==> config.mk <==
export PLATFORM = sky130hd
export DESIGN_NAME = ecHostPort
export DESIGN_NICKNAME = d
export VERILOG_FILES = /design/src/rtl/ecHostPortPkg.sv /design/src/rtl/ecDatapath.sv /design/src/rtl/ecControl.sv /design/src/rtl/ecHostPort.sv
export SDC_FILE = /design/constraint.sdc
export NUM_CORES = 2
export LEC_CHECK = 0
export BUFFER_PORTS_ARGS = -buffer_cell sky130_fd_sc_hd__buf_2
export CORE_MARGIN = 3
export CORE_UTILIZATION = 45
export CTS_BUF_LIST = sky130_fd_sc_hd__clkbuf_4 sky130_fd_sc_hd__clkbuf_8
export DETAILED_ROUTE_END_ITERATION = 8
export HOLD_SLACK_MARGIN = 0.05
export PLACE_DENSITY = 0.62
export REMOVE_ABC_BUFFERS = 1
export SYNTH_ARGS = -nofsm -noshare
export SYNTH_HDL_FRONTEND = slang
export SYNTH_SLANG_ARGS = --single-unit
==> constraint.sdc <==
create_clock -name clk -period 2.95 [get_ports clk]
set_input_delay 0.1475 -clock clk [delete_from_list [all_inputs] [get_ports clk]]
set_output_delay 0.1475 -clock clk [all_outputs]
set_load 0.005 [all_outputs]
==> src/rtl/ecHostPortPkg.sv <==
package ecHostPortPkg;
  localparam logic [7:0] CMD_READ   = 8'h80;
  localparam logic [7:0] CMD_WRITE  = 8'h81;
  localparam logic [7:0] CMD_BURSTON  = 8'h82;
  localparam logic [7:0] CMD_BURSTOFF = 8'h83;
  localparam logic [7:0] CMD_QUERY  = 8'h84;
  localparam logic [7:0] BURST_ACK  = 8'h90;

  typedef enum logic [1:0] {
    ST_IDLE,
    ST_RD_ADDR,
    ST_WR_ADDR,
    ST_WR_DATA
  } hsStateT;

  typedef struct packed {
    logic       clrIbf;
    logic       latchAddr;
    logic       memWrite;
    logic       loadMem;
    logic       loadConst;
    logic [7:0] constByte;
    logic       burstSet;
    logic       burstClr;
  } dpStrobeT;
endpackage

==> src/rtl/ecDatapath.sv <==
module ecDatapath
  import ecHostPortPkg::*;
#(
  parameter int ADDR_W = 8
) (
  input  logic       clk,
  input  logic       rstN,
  input  logic       hostWr,
  input  logic       hostRd,
  input  logic       portSel,
  input  logic [7:0] hostWdata,
  input  dpStrobeT   strobe,
  output logic [7:0] inByte,
  output logic       cmdFlag,
  output logic       ibf,
  output logic [7:0] statusByte,
  output logic [7:0] dataOut
);
  localparam int DEPTH = 1 << ADDR_W;

  logic [7:0]        regSpace [DEPTH];
  logic [ADDR_W-1:0] addrReg;
  logic              obf;
  logic              burst;
  logic [ADDR_W-1:0] inAddr;

  assign inAddr = inByte[ADDR_W-1:0];

  // host-facing input latch and IBF
  always_ff @(posedge clk) begin
    if (!rstN) begin
      inByte  <= '0;
      cmdFlag <= 1'b0;
      ibf     <= 1'b0;
    end else if (hostWr && !ibf) begin
      inByte  <= hostWdata;
      cmdFlag <= portSel;
      ibf     <= 1'b1;
    end else if (strobe.clrIbf) begin
      ibf <= 1'b0;
    end
  end

  // output register and OBF
  always_ff @(posedge clk) begin
    if (!rstN) begin
      dataOut <= '0;
      obf     <= 1'b0;
    end else if (strobe.loadMem) begin
      dataOut <= regSpace[inAddr];
      obf     <= 1'b1;
    end else if (strobe.loadConst) begin
      dataOut <= strobe.constByte;
      obf     <= 1'b1;
    end else if (hostRd && !portSel) begin
      obf <= 1'b0;
    end
  end

  always_ff @(posedge clk) begin
    if (!rstN) begin
      addrReg <= '0;
      burst   <= 1'b0;
    end else begin
      if (strobe.latchAddr) addrReg <= inAddr;
      if (strobe.burstSet) burst <= 1'b1;
      else if (strobe.burstClr) burst <= 1'b0;
    end
  end

  always_ff @(posedge clk) begin
    if (!rstN) begin
      for (int i = 0; i < DEPTH; i++) regSpace[i] <= '0;
    end else if (strobe.memWrite) begin
      regSpace[addrReg] <= inByte;
    end
  end

  // bit 0 OBF, bit 1 IBF, bit 3 last byte was a command, bit 4 burst
  assign statusByte = {3'b000, burst, cmdFlag, 1'b0, ibf, obf};
endmodule

==> src/rtl/ecControl.sv <==
module ecControl
  import ecHostPortPkg::*;
#(
  parameter int PROC_DELAY = 3
) (
  input  logic       clk,
  input  logic       rstN,
  input  logic       ibf,
  input  logic       cmdFlag,
  input  logic [7:0] inByte,
  output dpStrobeT   strobe
);
  localparam int CNT_W = $clog2(PROC_DELAY + 1);
  localparam logic [CNT_W-1:0] LAST = CNT_W'(PROC_DELAY - 1);

  hsStateT         state, nextState;
  logic [CNT_W-1:0] waitCnt;
  logic            fire;

  assign fire = ibf && (waitCnt == LAST);

  always_ff @(posedge clk) begin
    if (!rstN) begin
      waitCnt <= '0;
      state   <= ST_IDLE;
    end else begin
      state <= nextState;
      if (fire || !ibf) waitCnt <= '0;
      else waitCnt <= waitCnt + 1'b1;
    end
  end

  always_comb begin
    strobe    = '0;
    nextState = state;
    if (fire) begin
      strobe.clrIbf = 1'b1;
      if (cmdFlag) begin
        nextState = ST_IDLE;
        case (inByte)
          CMD_READ:     nextState = ST_RD_ADDR;
          CMD_WRITE:    nextState = ST_WR_ADDR;
          CMD_BURSTON: begin
            strobe.burstSet  = 1'b1;
            strobe.loadConst = 1'b1;
            strobe.constByte = BURST_ACK;
          end
          CMD_BURSTOFF: strobe.burstClr = 1'b1;
          CMD_QUERY: begin
            strobe.loadConst = 1'b1;
            strobe.constByte = 8'h00;
          end
          default: nextState = ST_IDLE;
        endcase
      end else begin
        case (state)
          ST_RD_ADDR: begin
            strobe.loadMem = 1'b1;
            nextState      = ST_IDLE;
          end
          ST_WR_ADDR: begin
            strobe.latchAddr = 1'b1;
            nextState        = ST_WR_DATA;
          end
          ST_WR_DATA: begin
            strobe.memWrite = 1'b1;
            nextState       = ST_IDLE;
          end
          default: nextState = ST_IDLE;
        endcase
      end
    end
  end
endmodule

==> src/rtl/ecHostPort.sv <==
module ecHostPort
  import ecHostPortPkg::*;
#(
  parameter int PROC_DELAY = 3,
  parameter int ADDR_W     = 8
) (
  input  logic       clk,
  input  logic       rstN,
  input  logic       hostWr,
  input  logic       hostRd,
  input  logic       portSel,
  input  logic [7:0] hostWdata,
  output logic [7:0] hostRdata
);
  dpStrobeT   strobe;
  logic [7:0] inByte;
  logic       cmdFlag;
  logic       ibf;
  logic [7:0] statusByte;
  logic [7:0] dataOut;

  ecDatapath #(.ADDR_W(ADDR_W)) i_dp (
    .clk(clk), .rstN(rstN), .hostWr(hostWr), .hostRd(hostRd),
    .portSel(portSel), .hostWdata(hostWdata), .strobe(strobe),
    .inByte(inByte), .cmdFlag(cmdFlag), .ibf(ibf),
    .statusByte(statusByte), .dataOut(dataOut)
  );

  ecControl #(.PROC_DELAY(PROC_DELAY)) i_ctl (
    .clk(clk), .rstN(rstN), .ibf(ibf), .cmdFlag(cmdFlag),
    .inByte(inByte), .strobe(strobe)
  );

  assign hostRdata = portSel ? statusByte : dataOut;
endmodule

# --- After elaboration in Yosys (flattened, before gate mapping) ---
# Memory sizes are Yosys's and may differ from the RTL's. A register that Yosys moved wholly into a read port is not among the register bits.
# Index checks and enable logic that the tools add are counted.
classes:
  n_addsub: 1
  eq_ne: 9
  muxes: 31
  n_bitwise: 1
  reduce_logical: 12
ops:
  columns: ["cell", "count"]
  rows:
  - ["8-bit 2-to-1 mux", 7]
  - ["8-bit == test (second input constant)", 5]
  - ["9-bit case mux with 2 select lines", 1]
  - ["1-bit 2-to-1 mux", 17]
  - ["15-bit 2-to-1 mux", 1]
  - ["11-bit 2-to-1 mux", 1]
  - ["8-bit OR reduction", 1]
  - ["2-bit == test (second input constant)", 3]
  - ["2-bit nonzero test", 3]
  - ["2-bit 2-to-1 mux", 2]
  - ["2-bit case mux with 2 select lines", 1]
  - ["1-bit logical AND", 3]
  - ["3-bit 2-to-1 mux", 1]
  - ["3-bit nonzero test", 1]
  - ["2-bit by 1-bit adder with 2-bit output (second input constant)", 1]
  - ["2-bit by 1-bit == test with 1-bit output (second input constant)", 1]
  - ["1-bit zero test", 2]
  - ["2-bit OR reduction", 1]
  - ["1-bit logical OR", 1]
  - ["1-bit NOT", 1]
word_totals:
  register_bits: 32
  ramBits: 2048
  in_bits: 13
  out_inout_bits: 8
  elab_cells: 64
  mem_count: 1
memory_table:
  columns: ["memory", "depth", "word_bits", "read_ports", "rd_ports_with_merged_regs", "write_ports", "line", "rtl"]
  rows:
  - ["i_dp.regSpace", 256, 8, 1, 1, 256, "ecDatapath.sv:21", "logic [7:0] regSpace [DEPTH];"]

# --- Depth between registers and ports, before layout ---
logic_depth:
  ltp_word: 9
  mapped_depth: 13
  mapped_depth_nobuf: 9

# --- Cells and area by module ---
# From an unflattened synthesis, not the netlist that was laid out.
hier_totals:
  hier_cells: 6859
  area_unflattened_um2: 98165.4
modules_own_cells:
  columns: ["mod", "n_inst", "cells_per_inst", "area_each_um2", "seq_area_each_um2"]
  rows:
  - ["ecDatapath", 1, 6806, 97703.7, 62219.7]
  - ["ecControl", 1, 44, 330.3, 80.1]
  - ["ecHostPort", 1, 9, 131.4, 0.0]

# --- Worst setup path before layout ---
# Ideal clock, no wire load.
synth_timing:
  kind: "reg2reg"
  startpoint: "register i_ctl.waitCnt[0]"
  endpoint: "memory i_dp.regSpace[161][0] (enable)"
  setup_ps: 384
  arrival_ps: 2330
  required_ps: 2566
  setup_slack_ps: 236
  path_stages_with_launch: 10
  n_path_buf: 2
  period_less_slack_ps: 2714
  cell_sequence: "dfxtp_1 > inv_1 > ha_1 > nand2_1 > nor3b_2 > nand3_2 > or3_1 > clkbuf_1 > clkbuf_1 > o21ai_0"
synth_lines:
  columns: ["element", "line", "rtl"]
  rows:
  - ["from (decl)", "ecControl.sv:17", "logic [CNT_W-1:0] waitCnt;"]
  - ["from (signal assigned)", "ecControl.sv:29", "else waitCnt <= waitCnt + 1'b1;"]
  - ["to (decl)", "ecDatapath.sv:21", null]

==> results.md <==
* Worst Setup Start Kind: flip-flop
* Initial core utilization at 0.454
* Max Slew Vio Count at 0
* Post-synth EDFFs at just over 2000
* Pre-CTS WS at -0.399 ns
* Reg2Reg Setup Slack at -0.05 ns
* Worst Reg2Reg Path Length in Cells at 10
* Avg Cell Area, Syn at about 14 sq um
* Failing checks: setup timing
* Die Height at 472 um
* RSZ-0062 raised after global routing: true
* CTS tree: yes
* Maximum clock rate at between 300 and 400 MHz
* Max rail drop VDD at slightly below 0.5 mV
* Final WL at roughly 310000 um
* Crit path kind: reg -> reg
* Worst-path clk slew at 0.06 ns
* Worst setup margin at -0.0514 ns
* Hold path startpoint: portSel
* WP buf/inv at 3
* Layout overhead on the synthesized area at 16.0%
* Grt total ovfl at 0
* Cell Pwr Density at 574 nW/um^2
* Vias in the first global route at ~63000
* Slew HR at 0.207
* Global-route wire length before repair at 452000 um
* Mapped cell area at roughly 100000 sq um
* Post-Place Cell Area at between 100000 and 150000 sq um
* Top FF cell, synth: edfxtp_1
* Min-delay worst type: in -> reg
* WP data arrival at 4.04 ns
* Slowest stage cell on the critical path: dfxtp_2
* Worst-Margin Slew at between 1 and 1.5 ns
* Initial drt markers at around 9400
* Delay-heaviest family, CP: compound AO/OA/AOI/OAI gates
* DR WL/cell at approximately 30 um
* Hold depth at 4
* Routed vias/inst at between 6 and 7
* Vias at between 60000 and 70000
* Dpl hpwl at just under 200000 um
* IO Pins at 21
* Synth Instances at 6885
* Ys async rst share at 0
* DRT antenna net count at 0
* #FFs+latches synth at approximately 2100
* Endpoints failing hold at 0
* Die area at 223000 sq um
* Seq/Total Area, Yosys at 0.637
* Final GP Congestion at ~0.94
* Std-Cell Rows at 170
* GRT Overall Usage at 0.276
* Crit Path Max Fanout at 22
* Period Utilization, post-route at 1.02
* Status: finished with violations
* IO buf count at 20
* Post-synth cell types at 82
* Final setup fails at 5
* Clk_skew at between 0.09 and 0.1 ns
* Critical path required time at about 4 ns
* Max-cap violations at 0
* CP endpoint kind: flip-flop
* Crit path cell chain: buf_12 > nor2_1 > buf_4 > nand2_1 > buf_4 > o21ai_0 > a21oi_1 > o211ai_1 > o211ai_1 > a32o_1
* Maximum clock path buffer count at 4
* Final #Nets at a little over 7000
* Hold Path Sink: i_dp.cmdFlag
* Largest net degree at the start of global routing at 190
* Die Wd at about 470 um
* Final min period at roughly 3 ns
* Post-route DRC at 0
* Initial antenna violation count at 18
* Number of clock sinks at around 2100
* Number of buffers created by CTS at around 370
* P_leak at 46.6 nW
* Post-Layout Inst Area at around 110000 sq um
* Share of layout cells above drive strength 1 at 0.262
* H-tree depth at 5
* Worst skew pair latency at around 1.1 ns
* Reg-to-reg endpoint: i_dp.dataOut[7]
* CORE AREA at roughly 220000 sq um
* Synth warn at 0
* Slowest stage delay, CP at 0.56 ns
* Root buf cell: clkbuf_8
* Drt pass-1 iters at 6
-- where the power goes --
group / switching (mW) / internal (mW)
Sequential: 0.334 / 33.4
Combinational: 3.51 / 2.17
Clock: 12.0 / 13.7
Total: 15.8 / 49.3
-- sequential cells by signal, indices dropped and copies added, names as in the netlist, named ones only --
register / flops
i_dp.ibf: 1
i_dp.burst: 1
i_dp.addrReg: 8
i_ctl.state: 2
i_ctl.waitCnt: 2
i_dp.dataOut: 8
i_dp.regSpace: 2048
i_dp.inByte: 8
i_dp.cmdFlag: 1
i_dp.obf: 1
-- cells in the final DEF, fill, tap and decap left out, types with 19 or more instances in the layout --
master,instances
mux2_2,23
clkinv_1,89
o221ai_1,32
edfxtp_1,2048
clkbuf_4,94
mux2i_1,153
buf_4,574
clkinv_2,36
a22oi_1,38
buf_2,19
o22ai_1,52
o21ai_0,70
nor2_4,23
nand2_1,534
nor3_1,31
buf_12,153
a21oi_1,56
nor2b_1,29
clkbuf_8,382
dfxtp_1,26
and2_1,363
nand3_1,24
nor2_1,67
mux4_2,451
and3_1,1710
dlygate4sd3_1,23
-- metal layers --
metal  vias up  routed length (um)  global-route usage
met5         -                 132                   0
met4        10               12800               0.111
met3       604               32900              0.0622
met2      3804              143000               0.418
met1     32810              124000               0.389
li1      26983                   -                   -
-- cells by family after synthesis --
| family | synth area share |
|---|---|
| xor+xnor | 0.0000895 |
| compound gates | 0.0265 |
| flops | 0.637 |
| mux | 0.127 |
| simple gates | 0.168 |
| buf+inv | 0.0416 |
| fa+ha+maj | 0.000128 |
-- worst min-delay path: stages --
cell	delay (ns)
dlygate4sd3_1	0.53
buf_2	0.24
nand2_1	0.15
a21boi_0	0.09
-- cell usage after synthesis (all sizes together), types with 3 or more instances --
cell type,instances,share of area
nor3,48,0.0025
o221ai,40,0.0036
and2,367,0.023
mux2,24,0.0028
inv,6,0.00023
a211oi,18,0.0014
and3,1710,0.11
nand4,8,0.00051
a21boi,12,0.00092
nand2,537,0.021
a2111oi,6,0.00066
nor2b,32,0.0020
o211ai,4,0.00031
or2,7,0.00045
nor4,12,0.00077
buf,164,0.014
nor2,101,0.0039
dfxtp,40,0.0082
a311oi,3,0.00027
a22o,4,0.00036
a211o,3,0.00027
a21oi,62,0.0032
nand3b,3,0.00023
a31oi,7,0.00045
a22oi,45,0.0035
nand3,27,0.0014
o21ai,80,0.0041
clkbuf,706,0.027
edfxtp,2048,0.63
mux2i,157,0.016
o41ai,3,0.00042
o31ai,7,0.00054
or3,6,0.00038
mux4,468,0.11
a221oi,9,0.00093
a32o,3,0.00031
o22ai,58,0.0037
nand2b,19,0.0012
-- cell type report --
class	count	area (sq um)
Antenna cell	4	10.0
Fill cell	17535	102000
Clock inverter	138	788
Sequential cell	2088	62300
Timing Repair Buffer	810	8520
Tap cell	2838	3550
Multi-Input combinational cell	3920	32300
Inverter	7	28.8
Clock buffer	476	5960
-- metrics by stage --
step	utilization	cells	TNS [ns]	power, mW	hold slack [ns]
final	0.527	10281	-0.170	65.1	0.154
after global routing	0.527	10279	-0.248	66.9	0.138
after floorplan	-	6015	-8889.20	37.8	0.273
after CTS	0.523	10243	-0.0323	65.1	0.0555
after detailed placement	0.488	9585	-1.42	39.7	0.427
after global placement	0.488	9585	-1.56	39.6	0.446
-- timing repair --
item,4_1_cts,5_1_grt
hold buffers,23,0
cloned,7,5
endpoints found under the setup margin,8,44
pin swaps,12,27
setup buffers,15,33
resized for setup,77,93
endpoints found under the hold margin,1015,0
-- how the worst max path moves through the flow --
| stage | depth (start not counted) | slack [ns] | to |
|---|---|---|---|
| after floorplan | 7 | -21.19 | i_dp.dataOut[3] |
| after global placement | 11 | -0.43 | i_dp.dataOut[1] |
| after detailed placement | 10 | -0.40 | i_dp.dataOut[1] |
| after CTS | 10 | -0.03 | i_dp.dataOut[1] |
| after global routing | 12 | -0.05 | i_dp.dataOut[2] |
| final | 10 | -0.05 | i_dp.dataOut[7] |
Note: power is estimated with default switching activity, not from simulation.
